**config.mk**
```make
export PLATFORM = sky130hd
export DESIGN_NAME = load_interlock_ctrl
export DESIGN_NICKNAME = d
export VERILOG_FILES = /design/src/rtl/lic_pkg.sv /design/src/rtl/lic_pend_track.sv /design/src/rtl/lic_src_match.sv /design/src/rtl/lic_hold_arb.sv /design/src/rtl/load_interlock_ctrl.sv
export SDC_FILE = /design/constraint.sdc
export NUM_CORES = 1
export LEC_CHECK = 0
export ABC_AREA = 1
export BUFFER_PORTS_ARGS = -buffer_cell sky130_fd_sc_hd__buf_2
export CAP_MARGIN = 40
export CORE_MARGIN = 8
export CORE_UTILIZATION = 25
export DETAILED_ROUTE_END_ITERATION = 8
export GPL_ROUTABILITY_DRIVEN = 0
export HOLD_SLACK_MARGIN = 0.02
export SYNTH_ARGS = -nofsm -noshare
export SYNTH_HDL_FRONTEND = slang
export SYNTH_SLANG_ARGS = --single-unit
```
**constraint.sdc**
```tcl
create_clock -name clk -period 3.7 [get_ports clk]
set_clock_uncertainty 0.15 [all_clocks]
set_input_delay 0.74 -clock clk [delete_from_list [all_inputs] [get_ports clk]]
set_output_delay 0.74 -clock clk [all_outputs]
set_load 0.01 [all_outputs]
```
**src/rtl/lic_pkg.sv**
```systemverilog
package lic_pkg;
  localparam int unsigned LIC_REG_AW  = 5;
  localparam int unsigned LIC_NUM_SRC = 2;

  // Individual reasons for a pipeline hold, kept apart for visibility.
  typedef struct packed {
    logic guard;   // fixed cycle after a load start
    logic ret;     // write-port slot for returning data
    logic dep;     // decode reads the in-flight register
    logic busy;    // second load while one is in flight
    logic space;   // same-destination spacing after a return
  } hold_why_t;
endpackage

```
**src/rtl/lic_pend_track.sv**
```systemverilog
module lic_pend_track #(
  parameter int unsigned REG_AW = 5
) (
  input  logic              clk,
  input  logic              rst_n,
  input  logic              start,
  input  logic [REG_AW-1:0] start_dst,
  input  logic              rvalid,
  input  logic              rf_wb_vld,
  input  logic [REG_AW-1:0] rf_wb_dst,
  output logic              pend_vld,
  output logic [REG_AW-1:0] pend_dst,
  output logic              guard,
  output logic              retire,
  output logic              recent_vld,
  output logic [REG_AW-1:0] recent_dst,
  output logic              wb_fire
);
  logic              pend_vld_q;
  logic [REG_AW-1:0] pend_dst_q;
  logic              drop_q;
  logic              guard_q;
  logic              recent_vld_q;
  logic [REG_AW-1:0] recent_dst_q;
  logic              waw_hit;

  assign waw_hit = pend_vld_q & rf_wb_vld & (rf_wb_dst == pend_dst_q);
  assign retire  = pend_vld_q & rvalid;
  assign wb_fire = retire & (|pend_dst_q) & ~drop_q & ~waw_hit;

  always_ff @(posedge clk) begin
    if (!rst_n) begin
      pend_vld_q   <= 1'b0;
      pend_dst_q   <= '0;
      drop_q       <= 1'b0;
      guard_q      <= 1'b0;
      recent_vld_q <= 1'b0;
      recent_dst_q <= '0;
    end else begin
      guard_q      <= start;
      recent_vld_q <= retire;
      recent_dst_q <= pend_dst_q;
      if (start) begin
        pend_vld_q <= 1'b1;
        pend_dst_q <= start_dst;
        drop_q     <= 1'b0;
      end else begin
        if (retire)  pend_vld_q <= 1'b0;
        if (waw_hit) drop_q     <= 1'b1;
      end
    end
  end

  assign pend_vld   = pend_vld_q;
  assign pend_dst   = pend_dst_q;
  assign guard      = guard_q;
  assign recent_vld = recent_vld_q;
  assign recent_dst = recent_dst_q;
endmodule

```
**src/rtl/lic_src_match.sv**
```systemverilog
module lic_src_match #(
  parameter int unsigned REG_AW  = 5,
  parameter int unsigned NUM_SRC = 2
) (
  input  logic                      pend_vld,
  input  logic [REG_AW-1:0]         pend_dst,
  input  logic [NUM_SRC-1:0]        src_vld,
  input  logic [NUM_SRC*REG_AW-1:0] src_idx,
  output logic                      hit
);
  logic [NUM_SRC-1:0] per_src;
  logic               live;

  assign live = pend_vld & (|pend_dst);

  for (genvar g = 0; g < NUM_SRC; g++) begin : g_cmp
    assign per_src[g] = live & src_vld[g] &
                        (src_idx[g*REG_AW +: REG_AW] == pend_dst);
  end

  assign hit = |per_src;
endmodule

```
**src/rtl/lic_hold_arb.sv**
```systemverilog
module lic_hold_arb
  import lic_pkg::*;
#(
  parameter int unsigned REG_AW = 5
) (
  input  logic              guard,
  input  logic              retire,
  input  logic              dep_hit,
  input  logic              pend_vld,
  input  logic              ex_ld_vld,
  input  logic [REG_AW-1:0] ex_ld_dst,
  input  logic              recent_vld,
  input  logic [REG_AW-1:0] recent_dst,
  output hold_why_t         why,
  output logic              hold
);
  always_comb begin
    why.guard = guard;
    why.ret   = retire;
    why.dep   = dep_hit;
    why.busy  = ex_ld_vld & pend_vld;
    why.space = ex_ld_vld & recent_vld & (|ex_ld_dst) &
                (ex_ld_dst == recent_dst);
  end

  assign hold = |why;
endmodule

```
**src/rtl/load_interlock_ctrl.sv**
```systemverilog
module load_interlock_ctrl
  import lic_pkg::*;
#(
  parameter int unsigned REG_AW  = LIC_REG_AW,
  parameter int unsigned NUM_SRC = LIC_NUM_SRC
) (
  input  logic                      clk,
  input  logic                      rst_n,
  input  logic                      ex_ld_vld,
  input  logic [REG_AW-1:0]         ex_ld_dst,
  input  logic                      mem_rvalid,
  input  logic [NUM_SRC-1:0]        dec_src_vld,
  input  logic [NUM_SRC*REG_AW-1:0] dec_src_idx,
  input  logic                      rf_wb_vld,
  input  logic [REG_AW-1:0]         rf_wb_dst,
  output logic                      stall,
  output logic                      ld_wb_en,
  output logic [REG_AW-1:0]         ld_wb_idx
);
  logic              ld_start;
  logic              pend_vld;
  logic [REG_AW-1:0] pend_dst;
  logic              guard;
  logic              retire;
  logic              recent_vld;
  logic [REG_AW-1:0] recent_dst;
  logic              wb_fire;
  logic              dep_hit;
  hold_why_t         why;
  logic              hold;

  // A load leaves execute only in a cycle the pipe is not held.
  assign ld_start = ex_ld_vld & ~hold;

  lic_pend_track #(.REG_AW(REG_AW)) u_track (
    .clk        (clk),
    .rst_n      (rst_n),
    .start      (ld_start),
    .start_dst  (ex_ld_dst),
    .rvalid     (mem_rvalid),
    .rf_wb_vld  (rf_wb_vld),
    .rf_wb_dst  (rf_wb_dst),
    .pend_vld   (pend_vld),
    .pend_dst   (pend_dst),
    .guard      (guard),
    .retire     (retire),
    .recent_vld (recent_vld),
    .recent_dst (recent_dst),
    .wb_fire    (wb_fire)
  );

  lic_src_match #(.REG_AW(REG_AW), .NUM_SRC(NUM_SRC)) u_match (
    .pend_vld (pend_vld),
    .pend_dst (pend_dst),
    .src_vld  (dec_src_vld),
    .src_idx  (dec_src_idx),
    .hit      (dep_hit)
  );

  lic_hold_arb #(.REG_AW(REG_AW)) u_arb (
    .guard      (guard),
    .retire     (retire),
    .dep_hit    (dep_hit),
    .pend_vld   (pend_vld),
    .ex_ld_vld  (ex_ld_vld),
    .ex_ld_dst  (ex_ld_dst),
    .recent_vld (recent_vld),
    .recent_dst (recent_dst),
    .why        (why),
    .hold       (hold)
  );

  assign stall     = hold;
  assign ld_wb_en  = wb_fire;
  assign ld_wb_idx = pend_dst;
endmodule

```
# Yosys cells after proc, flatten, opt, wreduce, memory -nomap -nowiden
# Cells that the tools add are included.
# totals
ff_bits	14
inputBits	27
output_inout_bits	7
elab_cells	37
# op_classes
eq_ne	4
mux	2
n_bitwise	20
reduce_logical	5
# ops
op	n
5-bit == test	4
1-bit bitwise AND	16
5-bit OR reduction	2
6-bit OR reduction	1
1-bit inverter	4
1-bit 2-to-1 mux	2
2-bit nonzero test	1
2-bit OR reduction	1

# Depth between registers and ports, before layout
# Gate-level depths: netlist of the first run.
# logic_depth
ltp_word	8
ltp_mapped	10
mapped_depth_nobuf	10

# By module
# From an unflattened synthesis of the first run, not the netlist that was laid out.
# unflattened
cells_unflattened	167
area_unflattened_um2	957.2
# modules_own_cells
mod	instances	cells_per_inst	area_per_inst_um2
lic_pend_track	1	76	558.0
lic_src_match	1	56	222.7
lic_hold_arb	1	33	166.4
load_interlock_ctrl	1	2	10.0

# Worst setup path after synthesis of the first run
# Ideal clock, no wire load.
# synth_timing
kind	input to output
from	in ex_ld_vld
to	out stall
t_arrival_ns	1.519
path_slack_ns	1.291
cell_stages	7
n_path_buf	1
path_cell_list	buf_6 > nand2_1 > nor3b_2 > inv_1 > o21bai_1 > nor2_2 > inv_1
# synth_between
elab_chain_len	4
elab_cells_between_ends	5
# synth_rtl
element	line_no	rtl
from (decl)	load_interlock_ctrl.sv:9	input logic ex_ld_vld,
1-bit bitwise AND (3 in series)	lic_hold_arb.sv:22	why.space = ex_ld_vld & recent_vld & (|ex_ld_dst) &
6-bit OR reduction (*)	lic_hold_arb.sv:26	assign hold = |why;
to (decl)	load_interlock_ctrl.sv:16	output logic stall,
# Every way passes the cells marked *; elsewhere a longest branch is shown, timed or not.

# Worst setup path after layout of the first run
# layout_timing
from	in mem_rvalid
to	out stall
# layout_between
elab_chain_len	2
# layout_rtl
element	line_no	rtl
from (decl)	load_interlock_ctrl.sv:11	input logic mem_rvalid,
1-bit bitwise AND	lic_pend_track.sv:28	assign retire = pend_vld_q & rvalid;
6-bit OR reduction	lic_hold_arb.sv:26	
# No other way between the ends.

==> results of run 1 <==
[through the flow]
stage	cells	setup WS (ns)	hold WS, ns	util	power [mW]
finish	245	1.05	0.368	0.324	0.382
global route	245	0.939	0.399	0.324	0.411
CTS	245	1.03	0.375	0.324	0.389
detailed placement	242	1.03	0.365	0.312	0.267
global placement	242	1.06	0.361	0.312	0.266
floorplan	164	1.29	0.331	-	0.232
[cells by family after synthesis]
kind of cell,count (synthesis),synth area share
AND/OR/NAND/NOR,104,0.482
buffers and inverters,37,0.159
AO/OA/AOI/OAI,9,0.0544
flip-flops,14,0.305
[power groups by stage]
stage	clock (mW)	combinational, mW	sequential (mW)
finish	0.120	0.0911	0.171
global route	0.133	0.105	0.173
CTS	0.125	0.0928	0.171
detailed placement	0	0.0924	0.175
global placement	0	0.0918	0.174
floorplan	0	0.0582	0.173
[area by class of cell]
type / instances / share of cell area
well taps: 48 / 0.0514
flip-flops and latches: 14 / 0.240
inverters: 34 / 0.109
multi-input cells: 113 / 0.422
repair buffers: 33 / 0.141
clock buffers: 3 / 0.0354
[synth_stat cells]
master,instances
nor2_2,1
o21ai_0,2
nor3b_2,1
buf_6,1
o22ai_1,2
clkbuf_1,2
nor2_1,22
inv_2,6
clkinv_1,1
nand2_1,60
nand4_1,6
o21bai_1,1
o21ai_1,1
and3_1,1
dfxtp_1,14
a21oi_1,3
nand3_1,10
nand3_2,1
nor3b_1,1
nor3_1,1
inv_1,27
[worst max-delay path by stage]
stage / start / slack (ns) / end / depth (start not counted)
3_5_place_dp: mem_rvalid / 1.03 / stall / 9
4_1_cts: mem_rvalid / 1.03 / stall / 9
2_1_floorplan: ex_ld_vld / 1.29 / stall / 7
3_3_place_gp: mem_rvalid / 1.06 / stall / 9
5_1_grt: ex_ld_dst[2] / 0.94 / stall / 8
6_report: mem_rvalid / 1.05 / stall / 9
[worst max-delay path, delay by kind of cell]
family	cells	cell delay, ns
buffers and inverters	5	0.42
and+or+nand+nor	3	0.44
AOI/OAI and AO/OA	1	0.17
[sequential cells by signal, indices dropped and copies added, names as in the netlist]
| name | flops |
|---|---|
| u_track.pend_vld | 1 |
| u_track.drop_q | 1 |
| u_track.recent_vld | 1 |
| u_track.pend_dst | 5 |
| u_track.guard | 1 |
| u_track.recent_dst | 5 |
[per-layer routing]
metal  GRT usage  vias to the layer above
met4      0.0404                        0
li1            -                      563
met3      0.0315                        4
met5           0                        -
met2       0.127                       24
met1      0.0959                      400
==> metrics.txt, run 1 <==
fmax 377 MHz; largest cells by area after synthesis dfxtp_1, nand2_1, inv_1; initial antenna violation count 0; synthesized flop and latch total 14; Max transition margin 0.801; Gates resized, CTS repair 0; routed wl met2 998 µm; combinational fraction of design power 0.238; Hold EP u_track.recent_dst[0]; HP Start u_track.pend_dst[0]; Vias per Instance 4.04; final setup fails 0; die width 76.7 µm; Initial Util 0.255; Startpoint Class primary input; WS Path Type primary input to primary output; largest net degree at the start of global routing 19; Synth Instances 164; crit-path max FO 6; CP peak stage delay 0.21 ns; R2R Path Start u_track.pend_dst[3]; DRC Markers 0; met3 wire len 189 µm; Rows 22; net switching power 112 µW; multi-input logic area 493 µm²; CTS tree built; clock network power share 0.314; die area 5880 µm²; Fillers 421; RSZ-0062 raised after global routing no; Reg2Reg Setup Slack 2.12 ns; final hold viol count 0; Clk pin slew, worst setup/hold paths 0.05 ns; total grt overflow 0; crit share post-route 0.717; ant diodes 0; vias in the first global route 912; leak pwr 0.709 nW; DIE HEIGHT 76.7 µm; Layout area overhead 26.9%; Placed Instance Area 1130 µm²; final WL 2390 µm; hold path depth 2; hold buffer count at cts 0; Cell Chain, Critical Path buf_2, nand2_1, inv_2, nor3b_2, inv_1, o21bai_1, nor2_2, inv_1, buf_2; status finished, final reports clean; Worst-Skew Late Latency 0.24 ns; fraction of layout cells with a size suffix above 1 0.228; switch share 0.293; TritonCTS Sinks 14; slowest CP cell nor2_2; Synthesized Nets 191; fin crit period 2.65 ns; sequential cell area 280 µm²; post-detail-place hpwl 2030 µm; Synth area leader dfxtp_1; worst slew pin tran 0.299 ns; Yosys cell types 21; fin area 1170 µm²; post-DR wirelength/cell 9.74 µm; share of the synthesized area in the top cell type 0.305; worst-case clock buffer depth 2; cell area power density 327 nW/µm²; core area 3610 µm²; Seq/Total Area, Yosys 0.305; setup TNS 0 ns; # port buffers 33; mapped cell area 920 µm²; commonest non-fill, non-tap cell in the layout nand2_1; CP endpoint kind primary output; Worst Reg-to-Reg Cells 9; Crit Reg-Reg Endpoint u_track.pend_dst[4]; first-pass GRT wire length 4000 µm; DRT met1 WL 1160 µm; register share of total power 0.448; Synth Warn # 0; number of maximum-capacitance violations 0; Critical Path RT 2.81 ns; top layer in use met4; H-Tree Depth 1; Pint 270 µW; DRT antenna net count 0; most frequent cells in the layout nand2_1, buf_2, inv_1, nor2_1, dfxtp_1; Post-CTS Setup Repair Bufs 0; fin nets 226; CTS buffer count 3; Syn Area/Cell 5.61 µm²; maximum vdd ir drop 0.157 mV; total global-route track usage 0.0817; Slew Viols, Final 0; CTS root buf clkbuf_8; Via Count 991; Arrival @ worst endpoint 1.76 ns; 1st-pass router iterations 4; Tightest Hold Check Type flip-flop to flip-flop; DRT iter0 DRCs 34; # IOs 34
(Power assumes the default switching activity.)
==> inputs of run 2 (changes only) <==
==> constraint.sdc (replaced) <==
create_clock -name clk -period 2.4 [get_ports clk]
set_clock_uncertainty 0.15 [all_clocks]
set_input_delay 0.48 -clock clk [delete_from_list [all_inputs] [get_ports clk]]
set_output_delay 0.48 -clock clk [all_outputs]
set_load 0.01 [all_outputs]
==> metrics.txt, run 2 (synthesis gave the netlist of run 1 again) <==
Startpoint Class flip-flop; final WL 2390 µm; crit-path max FO 7; slowest CP cell dfxtp_1; final hold viol count 0; fin crit period 2.21 ns; Via Count 1002; RSZ-0062 raised after global routing no; Max transition margin 0.800; commonest non-fill, non-tap cell in the layout nand2_1; R2R Path Start u_track.pend_dst[1]; # port buffers 33; DRT iter0 DRCs 33; worst slew pin tran 0.300 ns; non-filler cells in the finished layout 245; Arrival @ worst endpoint 1.58 ns; leak pwr 0.709 nW; Worst-Skew Late Latency 0.24 ns; # IOs 34; fin nets 226; DIE HEIGHT 76.7 µm; critical path depth in cells 10; hold path depth 2; largest net degree at the start of global routing 19; Placed Instance Area 1130 µm²; Initial Util 0.255; WP buf/inv 4; post-detail-place hpwl 2030 µm; Slew Viols, Final 0; Hold WS 0.308 ns; vias in the first global route 915; most frequent cells in the layout nand2_1, buf_2, inv_1, nor2_1, dfxtp_1; H-Tree Depth 1; 1st-pass router iterations 4; Crit Reg-Reg Endpoint u_track.pend_dst[4]; DRC Markers 0; status finished, final reports clean; Critical Path RT 1.77 ns; fraction of layout cells with a size suffix above 1 0.234; final setup fails 0; CP endpoint kind primary output; core area 3610 µm²; setup TNS 0 ns; CTS buffer count 3; Reg2Reg Setup Slack 0.85 ns; initial antenna violation count 0; post-DR wirelength/cell 9.74 µm; CTS root buf clkbuf_8; Tightest Hold Check Type primary input to flip-flop; DRT antenna net count 0; Vias per Instance 4.09; WS Path Type flip-flop to primary output; Hold EP u_track.pend_vld; # placed instances 242; crit share post-route 0.923; die area 5880 µm²; CTS tree built; Clk pin slew, worst setup/hold paths 0.05 ns; total global-route track usage 0.0824; Power Total 590 µW; Worst Reg-to-Reg Cells 9; TritonCTS Sinks 14; fmax 452 MHz; Layout area overhead 27.1%; maximum vdd ir drop 0.182 mV; ant diodes 0; Largest delay share family, worst path simple AND/OR/NAND/NOR gates; total grt overflow 0; Post-CTS Setup Repair Bufs 0; die width 76.7 µm; number of maximum-capacitance violations 0; fin area 1170 µm²; first-pass GRT wire length 4050 µm; Rows 22; worst-case clock buffer depth 2; CP peak stage delay 0.46 ns; Cell Chain, Critical Path inv_2, nand2_1, o21ai_1, nor3b_1, nand4_1, nand2_1, inv_1, nand3_1, inv_1, buf_2; cell area power density 505 nW/µm²; HP Start mem_rvalid
[run 2: layout make-up]
cell class                      instances  area [µm²]
Tap cell                               48        60.1
Multi-Input combinational cell        113         493
Sequential cell                        14         282
Timing Repair Buffer                   33         165
Inverter                               34         128
Clock buffer                            3        41.3
Fill cell                             433        2440
[run 2: power breakdown]
part | switching, mW | internal, mW
logic | 0.0808 | 0.0596
registers | 0.0171 | 0.247
clock network | 0.0744 | 0.111
[run 2: stage by stage]
stage	setup slack, ns	utilization
after detailed placement	0.248	0.312
after global routing	0.00694	0.324
final	0.185	0.324
after CTS	0.130	0.324
after floorplan	0.511	-
after global placement	0.278	0.312
[run 2: routing by layer]
metal / global-route usage / routed length (µm) / share of wire
met1: 0.101 / 1150 / 0.48
met5: 0 / 0 / 0
met3: 0.0315 / 210 / 0.088
met4: 0.0346 / 28 / 0.012
met2: 0.125 / 1000 / 0.42
[run 2: worst max-delay path by stage]
stage | slack, ns | start | to
2_1_floorplan | 0.51 | ex_ld_vld | stall
5_1_grt | 0.007 | u_track.pend_dst[1] | stall
3_5_place_dp | 0.25 | mem_rvalid | stall
4_1_cts | 0.13 | u_track.pend_dst[3] | stall
6_report | 0.19 | u_track.pend_dst[1] | ld_wb_en
3_3_place_gp | 0.28 | mem_rvalid | stall
[run 2: timing repair]
item | CTS | global route
setup endpoints to repair | 0 | 1
gates resized for setup | 0 | 1
hold buffers | 0 | 0
